<file path="src/rtl/fi_pkg.sv">
package fi_pkg;

  typedef enum logic [2:0] {
    FK_HIGH    = 3'd0,
    FK_LOW     = 3'd1,
    FK_EXT     = 3'd2,
    FK_FLIP    = 3'd3,
    FK_AND_UP  = 3'd4,
    FK_AND_DN  = 3'd5,
    FK_FLOAT   = 3'd6,
    FK_NONE    = 3'd7
  } fault_kind_e;

  typedef struct packed {
    logic val;
    logic drive;
  } pin_drv_t;

  // Corrupted value and drive enable of one pin for an active fault.
  function automatic pin_drv_t corrupt_bit(
    input logic [2:0] kind,
    input logic       clean,
    input logic       ext,
    input logic       up,
    input logic       dn,
    input logic       open_lvl
  );
    pin_drv_t r;
    r.val   = clean;
    r.drive = 1'b1;
    case (fault_kind_e'(kind))
      FK_HIGH:   r.val = 1'b1;
      FK_LOW:    r.val = 1'b0;
      FK_EXT:    r.val = ext;
      FK_FLIP:   r.val = ~clean;
      FK_AND_UP: r.val = clean & up;
      FK_AND_DN: r.val = clean & dn;
      FK_FLOAT: begin
        r.val   = open_lvl;
        r.drive = 1'b0;
      end
      default:   r.val = clean;
    endcase
    return r;
  endfunction

  // Wrapping neighbour indices along the full pin vector.
  function automatic int unsigned idx_up(input int unsigned i, input int unsigned n);
    return (i + 1) % n;
  endfunction

  function automatic int unsigned idx_dn(input int unsigned i, input int unsigned n);
    return (i + n - 1) % n;
  endfunction

endpackage

</file>
<file path="src/rtl/fi_clean_sel.sv">
module fi_clean_sel #(
  parameter int unsigned N_UNI   = 8,
  parameter int unsigned N_BIDIR = 8,
  localparam int unsigned N_PIN  = N_UNI + N_BIDIR
) (
  input  logic [N_UNI-1:0]   uni_from_dev,
  input  logic [N_BIDIR-1:0] bd_dir,
  input  logic [N_BIDIR-1:0] bd_from_dev,
  input  logic [N_BIDIR-1:0] bd_from_sock,
  output logic [N_PIN-1:0]   clean
);

  assign clean[N_UNI-1:0] = uni_from_dev;

  for (genvar j = 0; j < N_BIDIR; j++) begin : g_bd_clean
    assign clean[N_UNI+j] = bd_dir[j] ? bd_from_dev[j] : bd_from_sock[j];
  end

endmodule

</file>
<file path="src/rtl/fi_elem.sv">
module fi_elem
  import fi_pkg::*;
#(
  parameter logic OPEN_LEVEL = 1'b0
) (
  input  logic       hit,
  input  logic [2:0] kind,
  input  logic       clean,
  input  logic       ext,
  input  logic       up,
  input  logic       dn,
  output logic       out_val,
  output logic       out_drive
);

  pin_drv_t bad;

  always_comb begin
    bad = corrupt_bit(kind, clean, ext, up, dn, OPEN_LEVEL);
    if (hit) begin
      out_val   = bad.val;
      out_drive = bad.drive;
    end else begin
      out_val   = clean;
      out_drive = 1'b1;
    end
  end

endmodule

</file>
<file path="src/rtl/fi_bidir_route.sv">
module fi_bidir_route (
  input  logic dir,
  input  logic from_dev,
  input  logic from_sock,
  input  logic faulty_val,
  input  logic faulty_drive,
  output logic to_sock,
  output logic to_sock_drv,
  output logic to_dev,
  output logic to_dev_drv
);

  always_comb begin
    if (dir) begin
      to_sock     = faulty_val;
      to_sock_drv = faulty_drive;
      to_dev      = from_sock;
      to_dev_drv  = 1'b0;
    end else begin
      to_sock     = from_dev;
      to_sock_drv = 1'b0;
      to_dev      = faulty_val;
      to_dev_drv  = faulty_drive;
    end
  end

endmodule

</file>
<file path="src/rtl/fi_pin_bank.sv">
module fi_pin_bank
  import fi_pkg::*;
#(
  parameter int unsigned N_UNI      = 8,
  parameter int unsigned N_BIDIR    = 8,
  parameter logic        OPEN_LEVEL = 1'b0,
  localparam int unsigned N_PIN     = N_UNI + N_BIDIR
) (
  input  logic               fault_en,
  input  logic [2:0]         fault_kind,
  input  logic [N_PIN-1:0]   fault_mask,
  input  logic [N_PIN-1:0]   ext_level,
  input  logic [N_UNI-1:0]   uni_from_dev,
  output logic [N_UNI-1:0]   uni_to_sock,
  output logic [N_UNI-1:0]   uni_to_sock_drv,
  input  logic [N_BIDIR-1:0] bd_dir,
  input  logic [N_BIDIR-1:0] bd_from_dev,
  input  logic [N_BIDIR-1:0] bd_from_sock,
  output logic [N_BIDIR-1:0] bd_to_sock,
  output logic [N_BIDIR-1:0] bd_to_sock_drv,
  output logic [N_BIDIR-1:0] bd_to_dev,
  output logic [N_BIDIR-1:0] bd_to_dev_drv,
  output logic [N_PIN-1:0]   trace_tap
);

  // Named internal events
  logic [N_PIN-1:0] clean_vec;
  logic [N_PIN-1:0] hit_vec;
  logic [N_PIN-1:0] nb_up;
  logic [N_PIN-1:0] nb_dn;
  logic [N_PIN-1:0] faulty_val;
  logic [N_PIN-1:0] faulty_drive;

  fi_clean_sel #(.N_UNI(N_UNI), .N_BIDIR(N_BIDIR)) clean_i (
    .uni_from_dev (uni_from_dev),
    .bd_dir       (bd_dir),
    .bd_from_dev  (bd_from_dev),
    .bd_from_sock (bd_from_sock),
    .clean        (clean_vec)
  );

  assign trace_tap = clean_vec;
  assign hit_vec   = fault_mask & {N_PIN{fault_en}};

  for (genvar i = 0; i < N_PIN; i++) begin : g_pin
    assign nb_up[i] = clean_vec[idx_up(i, N_PIN)];
    assign nb_dn[i] = clean_vec[idx_dn(i, N_PIN)];

    fi_elem #(.OPEN_LEVEL(OPEN_LEVEL)) elem_i (
      .hit       (hit_vec[i]),
      .kind      (fault_kind),
      .clean     (clean_vec[i]),
      .ext       (ext_level[i]),
      .up        (nb_up[i]),
      .dn        (nb_dn[i]),
      .out_val   (faulty_val[i]),
      .out_drive (faulty_drive[i])
    );
  end

  assign uni_to_sock     = faulty_val[N_UNI-1:0];
  assign uni_to_sock_drv = faulty_drive[N_UNI-1:0];

  for (genvar j = 0; j < N_BIDIR; j++) begin : g_bd
    fi_bidir_route route_i (
      .dir          (bd_dir[j]),
      .from_dev     (bd_from_dev[j]),
      .from_sock    (bd_from_sock[j]),
      .faulty_val   (faulty_val[N_UNI+j]),
      .faulty_drive (faulty_drive[N_UNI+j]),
      .to_sock      (bd_to_sock[j]),
      .to_sock_drv  (bd_to_sock_drv[j]),
      .to_dev       (bd_to_dev[j]),
      .to_dev_drv   (bd_to_dev_drv[j])
    );
  end

endmodule

</file>
<file path="config.mk">
export PLATFORM = sky130hd
export DESIGN_NAME = fi_pin_bank
export DESIGN_NICKNAME = d
export VERILOG_FILES = /design/src/rtl/fi_pkg.sv /design/src/rtl/fi_clean_sel.sv /design/src/rtl/fi_elem.sv /design/src/rtl/fi_bidir_route.sv /design/src/rtl/fi_pin_bank.sv
export SDC_FILE = /design/constraint.sdc
export NUM_CORES = 1
export LEC_CHECK = 0
export BUFFER_PORTS_ARGS = -buffer_cell sky130_fd_sc_hd__buf_4
export CAP_MARGIN = 25
export CORE_ASPECT_RATIO = 1.1
export CORE_UTILIZATION = 30
export DETAILED_ROUTE_END_ITERATION = 7
export PLACE_DENSITY_LB_ADDON = 0.05
export SLEW_MARGIN = 15
export SYNTH_ARGS = -nofsm -noshare
export SYNTH_HDL_FRONTEND = slang
export SYNTH_HIERARCHICAL = 1
export SYNTH_SLANG_ARGS = --single-unit
</file>
<file path="constraint.sdc">
create_clock -name vclk -period 1.4
set_input_delay 0.07 -clock vclk [all_inputs]
set_output_delay 0.07 -clock vclk [all_outputs]
set_load 0.01 [all_outputs]
</file>
* Word level (Yosys, flattened, before mapping)
Cells that the tools add are included.
** Word-level totals
- Bits of input ports :: 68
- Register bits :: 0
- Output and inout port bits :: 64
** Operators by class
- Muxes and demuxes :: 89
- Bitwise gates (word level) :: 33
- Reduce and logical (&&, ||, !) cells :: 2
- Equality and inequality tests :: 6
** Operator list (number)
- $pmux W1 S6 :: 16
- $mux W1 :: 73
- $and A1 B1 Y1 :: 16
- $and A16 B16 Y16 :: 1
- $not A1 Y1 :: 16
- $eq A3 B3 Y1 const B :: 3
- $eq A3 B2 Y1 const B :: 2
- $eq A3 B1 Y1 const B :: 1
- $logic_not A3 Y1 :: 1
- $reduce_or A2 Y1 :: 1

* Logic depth before layout (Yosys ltp)
Gate-level depths: netlist of the first run.
- Depth in word-level cells :: 5
- Mapped depth :: 5
- Gate-level depth less buffers :: 5

* Modules after synthesis
The synthesis of the first run kept the hierarchy.
** Modules (own cells, without submodules)
- fi_elem :: times used 16, seq. area each 0.0 sq um, cells each 9, area each 66.3 sq um
- fi_bidir_route :: times used 8, seq. area each 0.0 sq um, cells each 4, area each 38.8 sq um
- fi_pin_bank :: times used 1, seq. area each 0.0 sq um, cells each 33, area each 246.5 sq um
- fi_clean_sel :: times used 1, seq. area each 0.0 sq um, cells each 16, area each 180.2 sq um

* Worst setup path after synthesis of the first run
OpenSTA, ideal clock, no wires.
- Kind :: input -> output
- From :: in bd_dir[0]
- To :: out bd_to_sock[1]
- Buffers on the path :: 0
- Data arrival time :: 1.175 ns
- Setup slack :: 0.155 ns
- Data required time :: 1.330 ns
- Stages :: 5
- Path through :: mux2_4 -> o211ai_1 -> o311ai_0 -> a32o_1 -> mux2_2
** Between the ends
- Word-level cells in the longest chain between the ends :: 5
** RTL lines
- from (decl) :: RTL line fi_pin_bank.sv:16 : input logic [N_BIDIR-1:0] bd_dir,
- $mux W1 :: RTL line fi_clean_sel.sv:16 : assign clean[N_UNI+j] = bd_dir[j] ? bd_from_dev[j] : bd_from_sock[j];
- $and A1 B1 Y1 :: RTL line fi_pkg.sv:37 : FK_AND_DN: r.val = clean & dn;
- $pmux W1 S6 :: RTL line fi_pkg.sv:31 : case (fault_kind_e'(kind))
- $mux W1 :: RTL line fi_elem.sv:20 : if (hit) begin
- named net faulty_val[9] :: RTL line fi_pin_bank.sv:31 : logic [N_PIN-1:0] faulty_val;
- $mux W1 :: RTL line fi_bidir_route.sv:14 : if (dir) begin
- to (decl) :: RTL line fi_pin_bank.sv:19 : output logic [N_BIDIR-1:0] bd_to_sock,
The timed path passes the listed nets, and every way through them passes these cells.

* Worst setup path after layout of the first run
- From :: in bd_dir[3]
- To :: out bd_to_dev[4]
** Between the ends
- Word-level cells in the longest chain between the ends :: 5
** RTL lines
- $mux W1 :: RTL line fi_clean_sel.sv:16
- $and A1 B1 Y1 :: RTL line fi_pkg.sv:37
- $pmux W1 S6 :: RTL line fi_pkg.sv:31
- $mux W1 :: RTL line fi_elem.sv:20
- named net faulty_val[12] :: RTL line fi_pin_bank.sv:31
- $mux W1 :: RTL line fi_bidir_route.sv:14
- to (decl) :: RTL line fi_pin_bank.sv:21 : output logic [N_BIDIR-1:0] bd_to_dev,
The timed path passes the listed nets, and every way through them passes these cells.

==> flow_summary.json, run 1 <==
{
  "finish.net_count": 433,
  "worst-path-max-fanout": 4,
  "hold_viol_final": 0,
  "hold_slack_ps": 360,
  "vias": 2202,
  "ys_seq_area_frac": 0,
  "critical-path-top-delay-family": "multiplexers",
  "post_synthesis_instance_area_sq_um": 1800,
  "worst_ep_arrival_time_ps": 1420,
  "grt_start_max_net_pins": 47,
  "grt_pass1_wl_mm": 8.96,
  "clock_buffer_count": 0,
  "layout_cell_share_with_drive_strength_beyond_1": 0.661,
  "power.density_cell_area_nw_per_um2": 337,
  "synthDominantAreaCellType": "sky130_fd_sc_hd__nor3b_2",
  "syn_nets": 293,
  "netlist-cell-type-count": 15,
  "chipWidth_um": 75.8,
  "outcome": "complete, but fails checks",
  "max_freq_ghz": 0.671,
  "detail_route.drc_violations": 0,
  "die_area_sq_um": 6310,
  "detailed_place.area_sq_um": 2910,
  "cap_violations": 0,
  "avgSynthCellArea_sq_um": 7.99,
  "cts_hold_buffers": 0,
  "violations": "setup timing",
  "netlist_instances": 225,
  "rsz0062_at_grt": "yes",
  "criticalPathCategory": "in2out",
  "slew_headroom": 0.768,
  "grt.met2_usage": 0.316,
  "grt_use_met1": 0.213,
  "critPathSlowestCell": "sky130_fd_sc_hd__mux2_4",
  "routabilityCongestion": 0.715,
  "routed_wirelength_mm": 5.79,
  "maxSlewViolCount": 0,
  "critPathMaxStageDelay_ps": 320,
  "die_h_um": 83.2,
  "hpwl_mm": 4.38,
  "fin_ws_ps": -91.2,
  "detail_route.iter0.violations": 44,
  "gr-usage-met3": 0.0206,
  "final.period_utilization": 1.07,
  "grt-ovfl-total": 0,
  "power.static_leakage_nw": 1.48,
  "design.seq.count": 0,
  "io-pin-count": 132,
  "synth_top_area_frac": 0.111,
  "finalCoreUtilization": 0.532,
  "worstPathRequired_ps": 1330,
  "syn2layout_area_growth_pct": 70.8,
  "timing.critical_path.from_type": "input port",
  "hp-start": "uni_from_dev[2]",
  "synthTopCellsByArea": "sky130_fd_sc_hd__nor3b_2 (11%), sky130_fd_sc_hd__buf_4 (10%), sky130_fd_sc_hd__mux2_2 (10%), sky130_fd_sc_hd__a32o_1 (8.9%), sky130_fd_sc_hd__and2_2 (8.4%)",
  "critical_path.startpoint": "bd_dir[3]",
  "drt_pass1_iterations": 4,
  "final_design_area_no_fill_sq_um": 3070,
  "port-buffer-count": 132,
  "most_numerous_cell_on_the_critical_path": "sky130_fd_sc_hd__buf_6",
  "via_per_inst": 5.00,
  "core_region_area_sq_um": 5770,
  "antennaDiodeCount": 0,
  "global_route.peak_usage_layer": "met2",
  "postRouteAntennaNets": 0,
  "grt_antenna_before_repair": 0,
  "row_count": 29,
  "wire_per_inst_um": 13.2,
  "fin_total_pwr_mw": 1.03,
  "critical_path.cell_chain": "buf_6, mux2_4, o211ai_1, o311ai_1, a32o_2, mux2_2, buf_6",
  "pin_slew_with_the_least_headroom_to_its_limit_ps": 349,
  "type_of_the_most_critical_hold_path": "in2out",
  "register_area_sq_um": 0,
  "cp-end-kind": "output pin",
  "cp.buffers_inverters": 2,
  "grt_util_all_layers": 0.169,
  "fin_crit_ps": 1490,
  "final-setup-viol-count": 14,
  "yosys_warnings": 6,
  "grt_pass1_vias": 1961,
  "max_rail_drop_vdd_v": 0.000195,
  "start_util": 0.312
}
-- cell type report --
class / count / area (sq um)
fillers: 586 / 2700
well taps: 77 / 96.3
repair buffers: 163 / 1320
multi-input cells: 168 / 1530
inverters: 32 / 120
-- metrics by stage --
step / cells / setup WS [ps] / TNS [ps]
3_5_place_dp: 438 / -159 / -1930
2_1_floorplan: 225 / 155 / 0
4_1_cts: 440 / -88.3 / -1010
5_1_grt: 440 / -154 / -1700
6_report: 440 / -91.2 / -763
3_3_place_gp: 438 / -140 / -1880
-- path summary, 6_finish.rpt --
check	cells past startpoint	slack (ps)	to
worst min-delay path	2	360	trace_tap[2]
worst max-delay path	7	-90	bd_to_dev[4]
-- power breakdown --
part	internal [mW]	switching, mW
combinational	0.615	0.420
sequential	0	0
clock	0	0
total	0.615	0.420
-- cells in the final DEF, fill, tap and decap left out --
cell                       instances
sky130_fd_sc_hd__and2_1            4
sky130_fd_sc_hd__a21oi_1          16
sky130_fd_sc_hd__o311ai_0          8
sky130_fd_sc_hd__mux2_4           18
sky130_fd_sc_hd__a32o_2            8
sky130_fd_sc_hd__inv_2             1
sky130_fd_sc_hd__and2_2           20
sky130_fd_sc_hd__mux2_2            6
sky130_fd_sc_hd__o211ai_1         16
sky130_fd_sc_hd__buf_4           137
sky130_fd_sc_hd__nand4b_1         16
sky130_fd_sc_hd__a32o_1            8
sky130_fd_sc_hd__buf_6            26
sky130_fd_sc_hd__nor3b_2          16
sky130_fd_sc_hd__and2b_2           8
sky130_fd_sc_hd__o311ai_1          8
sky130_fd_sc_hd__nand2b_1         16
sky130_fd_sc_hd__inv_1            31
-- cell families (layout without fill, tap and decap cells) --
family	Yosys count	after routing	share of synthesized area
AO/OA/AOI/OAI	64	64	0.278
buffers and inverters	57	195	0.173
multiplexers	24	24	0.167
AND/OR/NAND/NOR	80	80	0.381
-- timing repair --
item                                   CTS  global route
pin swaps                               19            14
resized for setup                       52             1
setup endpoints to repair               21            19
endpoints found under the hold margin    0             0
setup buffers                            2             0
cloned                                   0             0
-- cells in the mapped netlist, drive strengths merged --
| cell | count |
|---|---|
| and2b | 8 |
| nand2b | 16 |
| a21oi | 16 |
| a32o | 16 |
| and2 | 24 |
| nor3b | 16 |
| buf | 25 |
| o211ai | 16 |
| inv | 32 |
| mux2 | 24 |
| nand4b | 16 |
| o311ai | 16 |
-- per-layer routing --
| layer | share of wire | vias up | wire, um |
|---|---|---|---|
| met1 | 0.41 | 1011 | 2380 |
| met3 | 0.074 | 0 | 431 |
| met4 | 0 | 0 | 0 |
| met5 | 0 | - | 0 |
| met2 | 0.51 | 74 | 2980 |
| li1 | - | 1117 | - |
Note: power is estimated with default switching activity, not from simulation.
==> inputs of run 2 (changes only) <==
--- a/config.mk
+++ b/config.mk
@@ -14,5 +14,4 @@
 export SLEW_MARGIN = 15
 export SYNTH_ARGS = -nofsm -noshare
 export SYNTH_HDL_FRONTEND = slang
-export SYNTH_HIERARCHICAL = 1
 export SYNTH_SLANG_ARGS = --single-unit
==> run 2 against run 1 <==
The flow now finishes without violations. Critical path depth unchanged. Non-clock buffer count up 14. Global-route usage up 1.5 points. Hold slack better by 7.2 ps. First-iteration DRC count up 57%. Sequential cell count unchanged. Combinational power down 5%. Design area down 1.9%. Wire length up 13%. Die area up 6.5%. Total power down 5.5%. Worst setup slack better by 110 ps. Largest power group unchanged.
==> flow_summary.json, run 2 <==
{
  "chipWidth_um": 78.2,
  "grt_antenna_before_repair": 0,
  "synth.cells.most_frequent": "sky130_fd_sc_hd__buf_4 (65), sky130_fd_sc_hd__nor2_1 (30), sky130_fd_sc_hd__inv_1 (22), sky130_fd_sc_hd__nand3_1 (17), sky130_fd_sc_hd__a21oi_1 (16)",
  "layout.cells.most_common": "sky130_fd_sc_hd__buf_4",
  "maxSlewViolCount": 0,
  "worstPathRequired_ps": 1330,
  "routed_wirelength_mm": 6.55,
  "fin_crit_ps": 1380,
  "layout_cell_share_with_drive_strength_beyond_1": 0.547,
  "start_util": 0.312,
  "power.static_leakage_nw": 1.36,
  "syn2layout_area_growth_pct": 57.1,
  "post_synthesis_instance_area_sq_um": 1920,
  "synthDominantAreaCellType": "sky130_fd_sc_hd__buf_4",
  "fin_total_pwr_mw": 0.978,
  "seq_power_share": 0,
  "finalCoreUtilization": 0.490,
  "grt-ovfl-total": 0,
  "dp_worst_setup_slack_ps": -64.4,
  "worst_ep_arrival_time_ps": 1310,
  "synthTopCellsByArea": "sky130_fd_sc_hd__buf_4 (25%), sky130_fd_sc_hd__nor2_1 (5.9%), sky130_fd_sc_hd__mux2i_1 (4.7%), sky130_fd_sc_hd__nand3_1 (4.4%), sky130_fd_sc_hd__inv_1 (4.3%)",
  "hold_viol_final": 0,
  "max_freq_ghz": 0.724,
  "worst-path-max-fanout": 6,
  "cts_hold_buffers": 0,
  "cap_violations": 0,
  "max_rail_drop_vdd_v": 0.000116,
  "port-buffer-count": 132,
  "grt_util_all_layers": 0.184,
  "outcome": "finished clean",
  "yosys_warnings": 0,
  "row_count": 30,
  "die_h_um": 85.9,
  "rsz0062_at_grt": "yes",
  "clock_buffer_count": 0,
  "fin_ws_ps": 18.7,
  "postRouteAntennaNets": 0,
  "ys_seq_area_frac": 0,
  "timing.critical_path.from_type": "input port",
  "cp-end-kind": "output pin",
  "grt_pass1_wl_mm": 10.4,
  "die_area_sq_um": 6720,
  "antennaDiodeCount": 0,
  "syn_nets": 368,
  "detail_route.iter0.violations": 69,
  "nFillCells": 681,
  "slew_headroom": 0.744,
  "power.density_cell_area_nw_per_um2": 324,
  "core_region_area_sq_um": 6160,
  "p_clk_frac": 0,
  "final_design_area_no_fill_sq_um": 3010,
  "grt_pass1_vias": 2263,
  "synth_top_area_frac": 0.254,
  "avgSynthCellArea_sq_um": 6.39,
  "netSwitchingFraction": 0.472,
  "drt_pass1_iterations": 5,
  "final_cell_mix": "sky130_fd_sc_hd__buf_4 (167), sky130_fd_sc_hd__nor2_1 (28), sky130_fd_sc_hd__inv_1 (21)",
  "io-pin-count": 132,
  "vias": 2390,
  "final.period_utilization": 0.987,
  "power_report.internal_total_mw": 0.517,
  "detailed_place.area_sq_um": 2680,
  "wire_per_inst_um": 13.8,
  "yosys.cell_count.top_type": "sky130_fd_sc_hd__buf_4",
  "via_per_inst": 5.03,
  "criticalPathCategory": "in2out",
  "final-setup-viol-count": 0,
  "netlist_instances": 300,
  "combinational_cell_fraction_of_total_power": 1.000,
  "register_area_sq_um": 0,
  "pin_slew_with_the_least_headroom_to_its_limit_ps": 373,
  "netlist-cell-type-count": 42,
  "design.seq.count": 0,
  "hpwl_mm": 5.15,
  "grt_start_max_net_pins": 16,
  "detail_route.drc_violations": 0,
  "routabilityCongestion": 0.805,
  "power.net_switching_mw": 0.461,
  "type_of_the_most_critical_hold_path": "in2out",
  "finish.net_count": 465
}
-- run 2: cell count changes after synthesis, moves of 12 or more --
cell                       change
sky130_fd_sc_hd__nor2_1       +30
sky130_fd_sc_hd__nand4b_1     -15
sky130_fd_sc_hd__o211ai_1     -13
sky130_fd_sc_hd__o311ai_0     -14
sky130_fd_sc_hd__nor3b_2      -14
sky130_fd_sc_hd__nand2_1      +14
sky130_fd_sc_hd__buf_4        +41
sky130_fd_sc_hd__nor3_1       +12
sky130_fd_sc_hd__nand3_1      +17
sky130_fd_sc_hd__mux2_2       -14
sky130_fd_sc_hd__and2_2       -20
sky130_fd_sc_hd__a32o_1       -16
-- run 2: path summary, 6_finish.rpt --
kind                             from             to  cells past startpoint
worst max-delay path    fault_kind[1]  bd_to_sock[1]                      7
worst min-delay path  uni_from_dev[1]   trace_tap[1]                      2
-- run 2: cell type report --
class | count | area (sq um) | area share
multi-input combinational | 196 | 1450 | 0.481
timing repair buffer | 177 | 1380 | 0.457
tap | 80 | 100 | 0.0332
inverter | 22 | 86.3 | 0.0286
-- run 2: cell families after synthesis --
| family | Yosys count | synth area share |
|---|---|---|
| buf+inv | 104 | 0.352 |
| simple gates | 104 | 0.275 |
| mux | 11 | 0.0587 |
| compound gates | 81 | 0.314 |
-- run 2: power by group through the flow --
stage | combinational, mW | sequential, mW | clock, mW
after floorplan | 0.544 | 0 | 0
after global placement | 0.872 | 0 | 0
after detailed placement | 0.872 | 0 | 0
after CTS | 0.883 | 0 | 0
after global routing | 1.06 | 0 | 0
final | 0.978 | 0 | 0
-- run 2: what timing repair did --
item                                    in CTS  in global routing
endpoints found under the setup margin      25                 19
buffers inserted                             3                  8
gates resized for setup                      3                 49
pin swaps                                    2                 12
-- run 2: through the flow --
step / hold WS [ps] / TNS [ps] / instances
finish: 367 / 0 / 475
global route: 375 / -228 / 475
CTS: 359 / -150 / 467
detailed placement: 358 / -493 / 464
global placement: 366 / -91.0 / 464
floorplan: 232 / 0 / 300
-- run 2: worst max-delay path: stages --
cell and delay [ps]:
sky130_fd_sc_hd__buf_4 120, sky130_fd_sc_hd__buf_4 150, sky130_fd_sc_hd__nand2b_1 130, sky130_fd_sc_hd__a2111oi_4 320
sky130_fd_sc_hd__o221ai_2 160, sky130_fd_sc_hd__o22a_1 240, sky130_fd_sc_hd__buf_6 120
-- run 2: layer usage --
metal / vias up / part of all wire / GRT usage
met2: 89 / 0.50 / 0.351
met1: 1092 / 0.44 / 0.237
met5: - / 0 / 0
met3: 4 / 0.061 / 0.0106
met4: 0 / 0.0067 / 0.00842
li1: 1205 / - / -
